[src/rtl/lfb_cache_pkg.sv]
package lfb_cache_pkg;
  // four-word lines: offset field is two bits wide
  localparam int unsigned LINE_WORDS = 4;
  localparam int unsigned OFF_W      = 2;

  function automatic logic [OFF_W-1:0] wrap_next(input logic [OFF_W-1:0] off);
    return off + 1'b1;
  endfunction
endpackage

[src/rtl/lfb_lfsr.sv]
module lfb_lfsr #(
  parameter int unsigned        W    = 8,
  parameter logic [W-1:0]       TAPS = 8'hB8
) (
  input  logic         clk,
  input  logic         rst_n,
  output logic [W-1:0] state
);
  logic [W-1:0] state_n;

  always_comb begin
    state_n = {1'b0, state[W-1:1]} ^ (state[0] ? TAPS : '0);
  end

  always_ff @(posedge clk or negedge rst_n) begin
    if (!rst_n) state <= {{(W-1){1'b0}}, 1'b1};
    else        state <= state_n;
  end
endmodule

[src/rtl/lfb_tag_match.sv]
module lfb_tag_match #(
  parameter int unsigned ENTRIES = 4,
  parameter int unsigned TAG_W   = 8,
  localparam int unsigned IDX_W  = $clog2(ENTRIES)
) (
  input  logic [ENTRIES-1:0][TAG_W-1:0] tags,
  input  logic [ENTRIES-1:0]            valid,
  input  logic [TAG_W-1:0]              key,
  output logic                          hit,
  output logic [IDX_W-1:0]              idx
);
  logic [ENTRIES-1:0] match;

  for (genvar g = 0; g < ENTRIES; g++) begin : g_cmp
    assign match[g] = valid[g] && (tags[g] == key);
  end

  always_comb begin
    idx = '0;
    for (int i = 0; i < ENTRIES; i++) begin
      if (match[i]) idx = IDX_W'(i);
    end
    hit = |match;
  end
endmodule

[src/rtl/lfb_cache.sv]
module lfb_cache #(
  parameter int unsigned AW        = 10,
  parameter int unsigned DW        = 16,
  parameter int unsigned LINES     = 4,
  parameter int unsigned LFSR_W    = 8,
  parameter logic [LFSR_W-1:0] LFSR_TAPS = 8'hB8
) (
  input  logic          clk,
  input  logic          rst_n,
  input  logic          cpu_req,
  input  logic          cpu_we,
  input  logic [AW-1:0] cpu_addr,
  input  logic [DW-1:0] cpu_wdata,
  output logic          cpu_ack,
  output logic [DW-1:0] cpu_rdata,
  output logic          cpu_seq,
  output logic          mem_req,
  output logic          mem_we,
  output logic [AW-1:0] mem_addr,
  output logic [DW-1:0] mem_wdata,
  input  logic          mem_ack,
  input  logic [DW-1:0] mem_rdata
);
  import lfb_cache_pkg::*;

  localparam int unsigned LW    = LINE_WORDS;
  localparam int unsigned TAG_W = AW - OFF_W;
  localparam int unsigned IDX_W = $clog2(LINES);

  // reset synchroniser: asserted at once, released on the clock
  logic [1:0] rsync;
  logic       srst_n;
  always_ff @(posedge clk or negedge rst_n) begin
    if (!rst_n) rsync <= '0;
    else        rsync <= {rsync[0], 1'b1};
  end
  assign srst_n = rsync[1];

  // array and buffer state
  logic [LINES-1:0][TAG_W-1:0]       line_tag, line_tag_n;
  logic [LINES-1:0]                  line_vld, line_vld_n;
  logic [LINES-1:0][LW-1:0][DW-1:0]  line_dat, line_dat_n;
  logic [TAG_W-1:0]                  buf_tag, buf_tag_n;
  logic                              buf_vld, buf_vld_n;
  logic [LW-1:0]                     buf_wv, buf_wv_n;
  logic [LW-1:0][DW-1:0]             buf_dat, buf_dat_n;
  logic                              fill_busy, fill_busy_n;
  logic [OFF_W-1:0]                  fill_ptr, fill_ptr_n;
  logic [OFF_W-1:0]                  fill_cnt, fill_cnt_n;
  logic                              last_vld, last_vld_n;
  logic                              last_buf, last_buf_n;
  logic [IDX_W-1:0]                  last_idx, last_idx_n;
  logic [AW-1:0]                     last_addr, last_addr_n;
  logic [LFSR_W-1:0]                 rnd;

  // request decode
  logic [TAG_W-1:0] req_tag;
  logic [OFF_W-1:0] req_off;
  logic             arr_hit, buf_match, fill_here, seq_ok, rd, miss_start, wr_done;
  logic [IDX_W-1:0] arr_idx, src_idx;
  logic             src_buf;

  assign req_tag = cpu_addr[AW-1:OFF_W];
  assign req_off = cpu_addr[OFF_W-1:0];
  assign rd      = cpu_req && !cpu_we;

  lfb_tag_match #(.ENTRIES(LINES), .TAG_W(TAG_W)) i_match (
    .tags(line_tag), .valid(line_vld), .key(req_tag), .hit(arr_hit), .idx(arr_idx)
  );

  lfb_lfsr #(.W(LFSR_W), .TAPS(LFSR_TAPS)) i_rand (
    .clk(clk), .rst_n(srst_n), .state(rnd)
  );

  assign buf_match = buf_vld && (buf_tag == req_tag);
  assign fill_here = fill_busy && mem_ack && buf_match && (fill_ptr == req_off);
  assign seq_ok    = last_vld && (cpu_addr == last_addr + 1'b1) && (req_off != '0)
                     && (!last_buf || buf_wv[req_off]);
  assign miss_start = rd && !seq_ok && !arr_hit && !buf_match && !fill_busy;
  assign wr_done    = cpu_req && cpu_we && !fill_busy && mem_ack;

  // response selection
  always_comb begin
    cpu_ack   = 1'b0;
    cpu_seq   = 1'b0;
    cpu_rdata = '0;
    src_buf   = 1'b0;
    src_idx   = arr_idx;
    if (rd) begin
      if (seq_ok) begin
        cpu_ack   = 1'b1;
        cpu_seq   = 1'b1;
        src_buf   = last_buf;
        src_idx   = last_idx;
        cpu_rdata = last_buf ? buf_dat[req_off] : line_dat[last_idx][req_off];
      end else if (arr_hit) begin
        cpu_ack   = 1'b1;
        cpu_rdata = line_dat[arr_idx][req_off];
      end else if (buf_match && buf_wv[req_off]) begin
        cpu_ack   = 1'b1;
        src_buf   = 1'b1;
        cpu_rdata = buf_dat[req_off];
      end else if (fill_here) begin
        cpu_ack   = 1'b1;
        src_buf   = 1'b1;
        cpu_rdata = mem_rdata;
      end
    end else if (wr_done) begin
      cpu_ack = 1'b1;
    end
  end

  // memory port: fill owns it while busy, otherwise a write may use it
  assign mem_req   = fill_busy || (cpu_req && cpu_we);
  assign mem_we    = !fill_busy && cpu_req && cpu_we;
  assign mem_addr  = fill_busy ? {buf_tag, fill_ptr} : cpu_addr;
  assign mem_wdata = cpu_wdata;

  // next state
  always_comb begin
    line_tag_n  = line_tag;
    line_vld_n  = line_vld;
    line_dat_n  = line_dat;
    buf_tag_n   = buf_tag;
    buf_vld_n   = buf_vld;
    buf_wv_n    = buf_wv;
    buf_dat_n   = buf_dat;
    fill_busy_n = fill_busy;
    fill_ptr_n  = fill_ptr;
    fill_cnt_n  = fill_cnt;
    last_vld_n  = last_vld;
    last_buf_n  = last_buf;
    last_idx_n  = last_idx;
    last_addr_n = last_addr;

    if (fill_busy && mem_ack) begin
      buf_dat_n[fill_ptr] = mem_rdata;
      buf_wv_n[fill_ptr]  = 1'b1;
      fill_ptr_n          = wrap_next(fill_ptr);
      fill_cnt_n          = fill_cnt + 1'b1;
      if (fill_cnt == OFF_W'(LW-1)) fill_busy_n = 1'b0;
    end

    if (miss_start) begin
      if (buf_vld) begin
        line_tag_n[rnd[IDX_W-1:0]] = buf_tag;
        line_vld_n[rnd[IDX_W-1:0]] = 1'b1;
        line_dat_n[rnd[IDX_W-1:0]] = buf_dat;
      end
      buf_tag_n   = req_tag;
      buf_vld_n   = 1'b1;
      buf_wv_n    = '0;
      fill_ptr_n  = req_off;
      fill_cnt_n  = '0;
      fill_busy_n = 1'b1;
      last_vld_n  = 1'b0;
    end

    if (wr_done) begin
      if (arr_hit)   line_dat_n[arr_idx][req_off] = cpu_wdata;
      if (buf_match) buf_dat_n[req_off]           = cpu_wdata;
      last_vld_n = 1'b0;
    end

    if (rd && cpu_ack) begin
      last_vld_n  = 1'b1;
      last_buf_n  = src_buf;
      last_idx_n  = src_idx;
      last_addr_n = cpu_addr;
    end
  end

  // control registers
  always_ff @(posedge clk or negedge srst_n) begin
    if (!srst_n) begin
      line_tag  <= '0;
      line_vld  <= '0;
      buf_tag   <= '0;
      buf_vld   <= 1'b0;
      buf_wv    <= '0;
      fill_busy <= 1'b0;
      fill_ptr  <= '0;
      fill_cnt  <= '0;
      last_vld  <= 1'b0;
      last_buf  <= 1'b0;
      last_idx  <= '0;
      last_addr <= '0;
    end else begin
      line_tag  <= line_tag_n;
      line_vld  <= line_vld_n;
      buf_tag   <= buf_tag_n;
      buf_vld   <= buf_vld_n;
      buf_wv    <= buf_wv_n;
      fill_busy <= fill_busy_n;
      fill_ptr  <= fill_ptr_n;
      fill_cnt  <= fill_cnt_n;
      last_vld  <= last_vld_n;
      last_buf  <= last_buf_n;
      last_idx  <= last_idx_n;
      last_addr <= last_addr_n;
    end
  end

  // data storage: no reset, guarded by the valid bits
  always_ff @(posedge clk) begin
    line_dat <= line_dat_n;
    buf_dat  <= buf_dat_n;
  end
endmodule

[config.mk]
export PLATFORM = sky130hd
export DESIGN_NAME = lfb_cache
export DESIGN_NICKNAME = d
export VERILOG_FILES = /design/src/rtl/lfb_cache_pkg.sv /design/src/rtl/lfb_lfsr.sv /design/src/rtl/lfb_tag_match.sv /design/src/rtl/lfb_cache.sv
export SDC_FILE = /design/constraint.sdc
export NUM_CORES = 1
export LEC_CHECK = 0
export ABC_CLOCK_PERIOD_IN_PS = 4900
export BUFFER_PORTS_ARGS = -buffer_cell sky130_fd_sc_hd__buf_4
export CAP_MARGIN = 20
export CORE_MARGIN = 5
export CORE_UTILIZATION = 38
export CTS_BUF_LIST = sky130_fd_sc_hd__clkbuf_4
export DETAILED_ROUTE_END_ITERATION = 12
export GPL_TIMING_DRIVEN = 0
export MAX_ROUTING_LAYER = met4
export PLACE_DENSITY = 0.52
export SLEW_MARGIN = 20
export SYNTH_ARGS = -nofsm -noshare
export SYNTH_HDL_FRONTEND = slang
export SYNTH_SLANG_ARGS = --single-unit
[constraint.sdc]
create_clock -name clk -period 4.9 [get_ports clk]
set_input_delay 0 -clock clk [delete_from_list [all_inputs] [get_ports clk]]
set_output_delay 0 -clock clk [all_outputs]
set_load 0.02 [all_outputs]
Yosys cells after proc, flatten, opt, wreduce, memory -nomap -nowiden:

Index checks and enable logic that the tools add are counted.

* add/subtract/negate cells: 3
* $lt $le $gt $ge: 9
* equal/unequal tests: 9
* multiplexer cells: 74
* bitwise gates (word level): 3
* reductions and logical operators: 43

Operator list (count)
* $mux 256: 4
* $bwmux 256: 2
* $mux 64: 7
* $bmux 64 s2: 2
* $demux 64 s2: 2
* $mux 16: 11
* $bwmux 64: 2
* $bmux 16 s2: 3
* $demux 16 s2: 2
* $eq 8x8->1: 5
* $bwmux 32: 1
* $logic_and 1x1->1: 27
* $mux 1: 21
* $demux 8 s2: 1
* $mux 2: 8
* $mux 8: 2
* $lt 2x3->1 const B: 5
* $add 10x1->10 const B: 1
* $eq 10x10->1: 1
* $mux 10: 1
* $ge 2x1->1 const B: 4
* $mux 4: 2
* $or 4x4->4: 2
* $xor 7x8->8: 1
* other kinds (12): 24

* register bits after elaboration: 398
* output and inout port bits: 46
* logic and storage cells: 178

Longest topological paths before layout:

* depth after elaboration: 14
* mapped depth: 13
* mapped depth without buffers: 9

Modules after synthesis:

Synthesis repeated with hierarchy kept, for this count alone.

* cells, all modules: 2471
* area, all modules: 23109.7 µm²

By module, submodules not included
* lfb_cache: times used 1, cells each 2406, area an instance 22470.3 µm²
* lfb_tag_match: times used 1, cells each 49, area an instance 374.1 µm²
* lfb_lfsr: times used 1, cells each 16, area an instance 265.3 µm²

Least setup slack after synthesis:

Ideal clock, no wire load.

* path kind: reg2out
* start: reg last_addr[0]
* end: out cpu_rdata[9]
* data arrival time: 2.902 ns
* data required time: 4.900 ns
* setup slack: 1.998 ns
* stages on the path, launching flop included: 10
* path through: dfrtp_1 ha_1 nand3_1 o21a_1 or3_1 a21oi_1 a2111oi_4 or3_1 clkbuf_1 o41ai_1

* longest elaborated chain between the ends: 7

Ends and longest elaborated chain
* from (decl): line lfb_cache.sv:53 `logic [AW-1:0] last_addr, last_addr_n;`
* from (signal assigned): line lfb_cache.sv:200 `last_addr <= last_addr_n;`
* $add 10x1->10: line lfb_cache.sv:77 `assign seq_ok = last_vld && (cpu_addr == last_addr + 1'b1) && (req_off != '0)`
* $eq 10x10->1: line lfb_cache.sv:77
* $logic_and 1x1->1 (2 in series): line lfb_cache.sv:77
* $logic_and 1x1->1: line lfb_cache.sv:78 `&& (!last_buf || buf_wv[req_off]);`
* $mux 16: line lfb_cache.sv:90 `if (seq_ok) begin`
* $mux 16: line lfb_cache.sv:89 `if (rd) begin`
* to (decl): line lfb_cache.sv:15 `output logic [DW-1:0] cpu_rdata,`

Every way passes these cells.

Worst setup path after layout:

* start: reg line_tag[11] in the netlist's numbering
* end: out cpu_rdata[3]

* longest elaborated chain between the ends: 12
* elaborated cells between the ends (all ways): 13

Ends and longest elaborated chain
* from (decl): line lfb_cache.sv:40 `logic [LINES-1:0][TAG_W-1:0] line_tag, line_tag_n;`
* from (signal assigned): line lfb_cache.sv:189 `line_tag <= line_tag_n;`
* $eq 8x8->1 (*): line lfb_tag_match.sv:15 `assign match[g] = valid[g] && (tags[g] == key);`
* $logic_and 1x1->1 (*): line lfb_tag_match.sv:15
* $mux 1: line lfb_tag_match.sv:21 `if (match[i]) idx = IDX_W'(i);`
* $mux 2 (2 in series): line lfb_tag_match.sv:21
* $bmux 64 s2: line lfb_cache.sv:98 `cpu_rdata = line_dat[arr_idx][req_off];`
* $mux 64 (not written as such): line lfb_cache.sv:98
* $bmux 16 s2: line lfb_cache.sv:98
* $mux 16 (not written as such): line lfb_cache.sv:98
* $mux 16 (*): line lfb_cache.sv:96 `end else if (arr_hit) begin`
* $mux 16 (*): line lfb_cache.sv:90
* $mux 16 (*): line lfb_cache.sv:89

Every way passes the cells marked *; elsewhere a longest branch is shown, timed or not. The select of a mux whose other input is x is not followed.

==> results.yml <==
route:
  detail_route.vias_per_cell: 6.16
  route.antenna.remaining_nets: 0
  postRouteWirelength_um: 116000
  route.detailed.drc: 0
  vias: 23200
  wl_per_cell_um: 30.7
  detail_route.first_pass.iterations: 6
  first_iter_violations: 3100
global_route:
  grt_overflow: 0
  use_met1_pct: 49.7
  globalRoute.busiestLayer: "met1"
  number_of_antenna_violations_at_the_first_check_in_global_routing: 8
  global_route.usage.met3_pct: 11.6
  number_of_global_route_vias_before_repair: 21500
  grt_util_met2_pct: 49.2
  grt_start_max_net_pins: 54
  gr-usage-all-layers_pct: 36.1
  grt_pass1_wl_um: 161000
pwr:
  power.internal_mw: 7.27
  power.switching_fraction_pct: 37.9
  clkPwrFrac_pct: 28.3
  power-per-cell-area_mw_per_mm2: 448
  seq_power_share_pct: 43.8
  vdd.ir_drop.worst_mv: 0.225
  total_switching_power_mw: 4.44
  power_leakage_nw: 10.6
  finalPower_mw: 11.7
  comb_power_share_pct: 28.0
placement:
  detailedPlacementHpwl_um: 84700
  dpl.cell_count: 3476
  place.port_buffers: 69
  final_estimated_routing_congestion_in_global_placement: 1.02
critical_path:
  critical_path.most_common_cell: "sky130_fd_sc_hd__clkbuf_1"
  timing.setup.critical_path_class: "flop to primary output"
  crit_path_max_fanout: 10
  critical_path.max_stage_delay_ns: 0.95
  startpoint_type: "flop"
  nature_of_the_critical_path_endpoint: "primary output"
  timing.critical_path.arrival_ns: 4.98
  critical_path.cell_chain: "xnor2_1, nand4_1, or3_1, clkbuf_1, clkbuf_1, nand2_1, a31oi_1, a211oi_1, o31ai_1, buf_4"
  critical_path_buf_inv_count: 3
  crit_required_ns: 4.90
  critPathTopFamily: "buffers and inverters"
  crit_slowest_cell: "sky130_fd_sc_hd__clkbuf_1"
cells_and_area:
  final_cell_count_no_fill: 3773
  drive_above_1_share_pct: 16.9
  layout-area-overhead-vs-synth_pct: 17.8
  final_nets: 2967
clock_tree:
  buffer_depth_of_the_longest_clock_path: 3
  insertion_delay_ns: 0.93
  clkTransAtPathRegs_ns: 0.07
  cts-root-buf: "sky130_fd_sc_hd__clkbuf_4"
  cts_htree_levels: 3
  cts.sinks: 398
  cts-buffers-inserted: 113
  tritoncts: "built"
min_path:
  hp-class: "primary input to flop"
sta:
  fmax_mhz: 201
  finalHoldWorstSlack_ns: 0.0729
  totalNegativeSetupSlack_ns: -0.118
  post-route-worst-setup-slack_ns: -0.0846
  max_slew.worst_pin.slew_ns: 1.30
  setup_repair_after_global_routing_missed_its_margin: "true"
  finalMaxSlewViolations: 0
  setup-violations-final: 2
  timing_hold_violations_final: 0
  slew_headroom_pct: 13.3
  clock_skew_ns: 0.0771
  final_min_period_over_clock_period_pct: 102
  post-route-min-period_ns: 4.98
run_status:
  violations: "setup timing"
  run_status: "complete, but fails checks"
job:
  max_cap_viol_count: 0
synthesis:
  syn_area_mm2: 0.0222
  count_of_cell_types_in_the_netlist: 71
  ys_seq_elements: 398
  synth_edf_count: 0
  post_synth_inst_count: 2640
  sequential_to_total_area_share_from_yosys_stat_pct: 37.6
  most_used_flip_flop_cell_after_synthesis: "sky130_fd_sc_hd__dfxtp_1"
  postSynth.asyncResetShare_pct: 19.6
  synthesis.yosys.warnings: 0
  syn-num-nets: 2693
  synthesis.area_per_instance_um2: 8.41
floorplanning:
  initial_util_pct: 38.4
  fp.coreArea_mm2: 0.0578
  floorplan.die_area_mm2: 0.0634
  floorplan.io_pins: 93
  die_h_um: 252
  placementRows: 88
  floorplan.die.width_um: 252
[layout by cell type (no fill, tap or decap), types with 61 or more instances in the layout]
master,instances
sky130_fd_sc_hd__nor2_1,347
sky130_fd_sc_hd__dlygate4sd3_1,85
sky130_fd_sc_hd__mux2i_1,187
sky130_fd_sc_hd__mux4_2,97
sky130_fd_sc_hd__buf_4,119
sky130_fd_sc_hd__dfrtp_1,76
sky130_fd_sc_hd__clkbuf_1,144
sky130_fd_sc_hd__dfxtp_1,320
sky130_fd_sc_hd__clkbuf_4,174
sky130_fd_sc_hd__a21oi_1,297
sky130_fd_sc_hd__o21ai_0,61
sky130_fd_sc_hd__a31oi_1,161
sky130_fd_sc_hd__nand2_1,509
[sequential cells by signal, summed over array words and instances (netlist names)]
| signal | count |
|---|---|
| last_addr | 10 |
| last_buf | 1 |
| fill_ptr | 2 |
| line_dat | 256 |
| buf_tag | 8 |
| line_tag | 32 |
| buf_vld | 1 |
| line_vld | 4 |
| buf_dat | 64 |
| i_rand.state | 8 |
| buf_wv | 4 |
| fill_busy | 1 |
| last_vld | 1 |
| last_idx | 2 |
| rsync | 2 |
| fill_cnt | 2 |
[layout make-up]
class	instances	area, um2
clock inverters	31	176
clock buffers	174	1310
flip-flops and latches	398	8360
fillers	5760	31600
repair buffers	159	1430
diodes	4	10.0
plain buffers	258	1260
multi-input cells	1978	12700
well taps	765	957
inverters	6	22.5
[cell families (layout without fill, tap and decap cells)]
group                    Yosys count  count (layout)  synth area share [%]
AND/OR/NAND/NOR                  967             967                  17.6
AO/OA/AOI/OAI                    628             628                  16.6
flip-flops                       398             398                  37.6
multiplexers                     321             321                  20.1
buffers and inverters            264             628                  5.58
XOR/XNOR                          55              55                  2.17
adder cells (fa/ha/maj)            6               6                 0.338
other                              1               5                0.0169
[power groups by stage]
stage / logic [mW] / clock network [mW] / registers, mW
global placement: 2.90 / 0 / 5.07
detailed placement: 2.97 / 0 / 5.08
floorplan: 2.20 / 0 / 4.53
finish: 3.28 / 3.31 / 5.13
global route: 3.47 / 3.51 / 5.16
CTS: 3.15 / 3.34 / 5.02
[per-stage QoR]
stage               area (um2)  utilization (%)  setup slack, ns
global route             26200             45.3          -0.0208
global placement         23700             41.0          -0.0983
detailed placement       23800             41.1          0.00724
floorplan                22200                -             2.00
CTS                      26100             45.2           0.0163
finish                   26200             45.3          -0.0846
[layer usage]
layer	vias up	routed length [um]
li1	9935	-
met4	0	5050
met1	11400	48900
met3	280	15000
met5	-	0
met2	1675	46800
[tightest hold or removal path, delay by kind of cell]
family | cells | cell delay [ns]
buffers and inverters | 2 | 0.69
AOI/OAI and AO/OA | 1 | 0.13
muxes | 1 | 0.08
[synth_stat cells (all sizes together), types with 4 or more instances]
cell type / n / area, um2
nor4: 4 / 25.0
xor2: 23 / 201
mux2i: 187 / 1870
dfrtp: 77 / 1930
clkbuf: 160 / 601
a211o: 16 / 140
ha: 6 / 75.1
a21oi: 297 / 1490
o221ai: 4 / 35.0
mux2: 37 / 417
xnor2: 32 / 280
o22a: 4 / 35.0
buf: 98 / 617
o31ai: 5 / 37.5
o21ai: 62 / 310
inv: 6 / 22.5
or2: 5 / 31.3
o211ai: 6 / 45.0
dfxtp: 320 / 6410
nand4b: 4 / 50.1
nand4: 17 / 106
a31oi: 161 / 1010
nand2b: 9 / 56.3
a31o: 6 / 52.6
and2: 4 / 25.0
mux4: 97 / 2180
nor3: 24 / 125
nand2: 510 / 1920
or3: 9 / 56.3
a211oi: 38 / 285
o22ai: 11 / 68.8
nand3: 16 / 80.1
nor2: 351 / 1330
[worst paths after layout]
check	from	slack (ns)	to	cells after the start
max in group asynchronous	rsync[1]	3.97	i_rand.state[0]	1
min in group asynchronous	rsync[1]	0.24	line_tag[23]	0
hold / removal	mem_rdata[6]	0.07	buf_dat[54]	4
hold reg to reg	rsync[1]	0.24	line_tag[23]	0
setup reg to reg	line_tag[11]	0.68	line_dat[87]	9
setup / recovery	line_tag[11]	-0.08	cpu_rdata[3]	10
[what timing repair did]
action / CTS / global route
pin swaps: 0 / 1
hold buffers: 85 / 0
endpoints found under the setup margin: 15 / 5
resized for setup: 14 / 5
hold endpoints to repair: 350 / 0
buffers inserted: 0 / 2
Note: power is estimated with default switching activity, not from simulation.
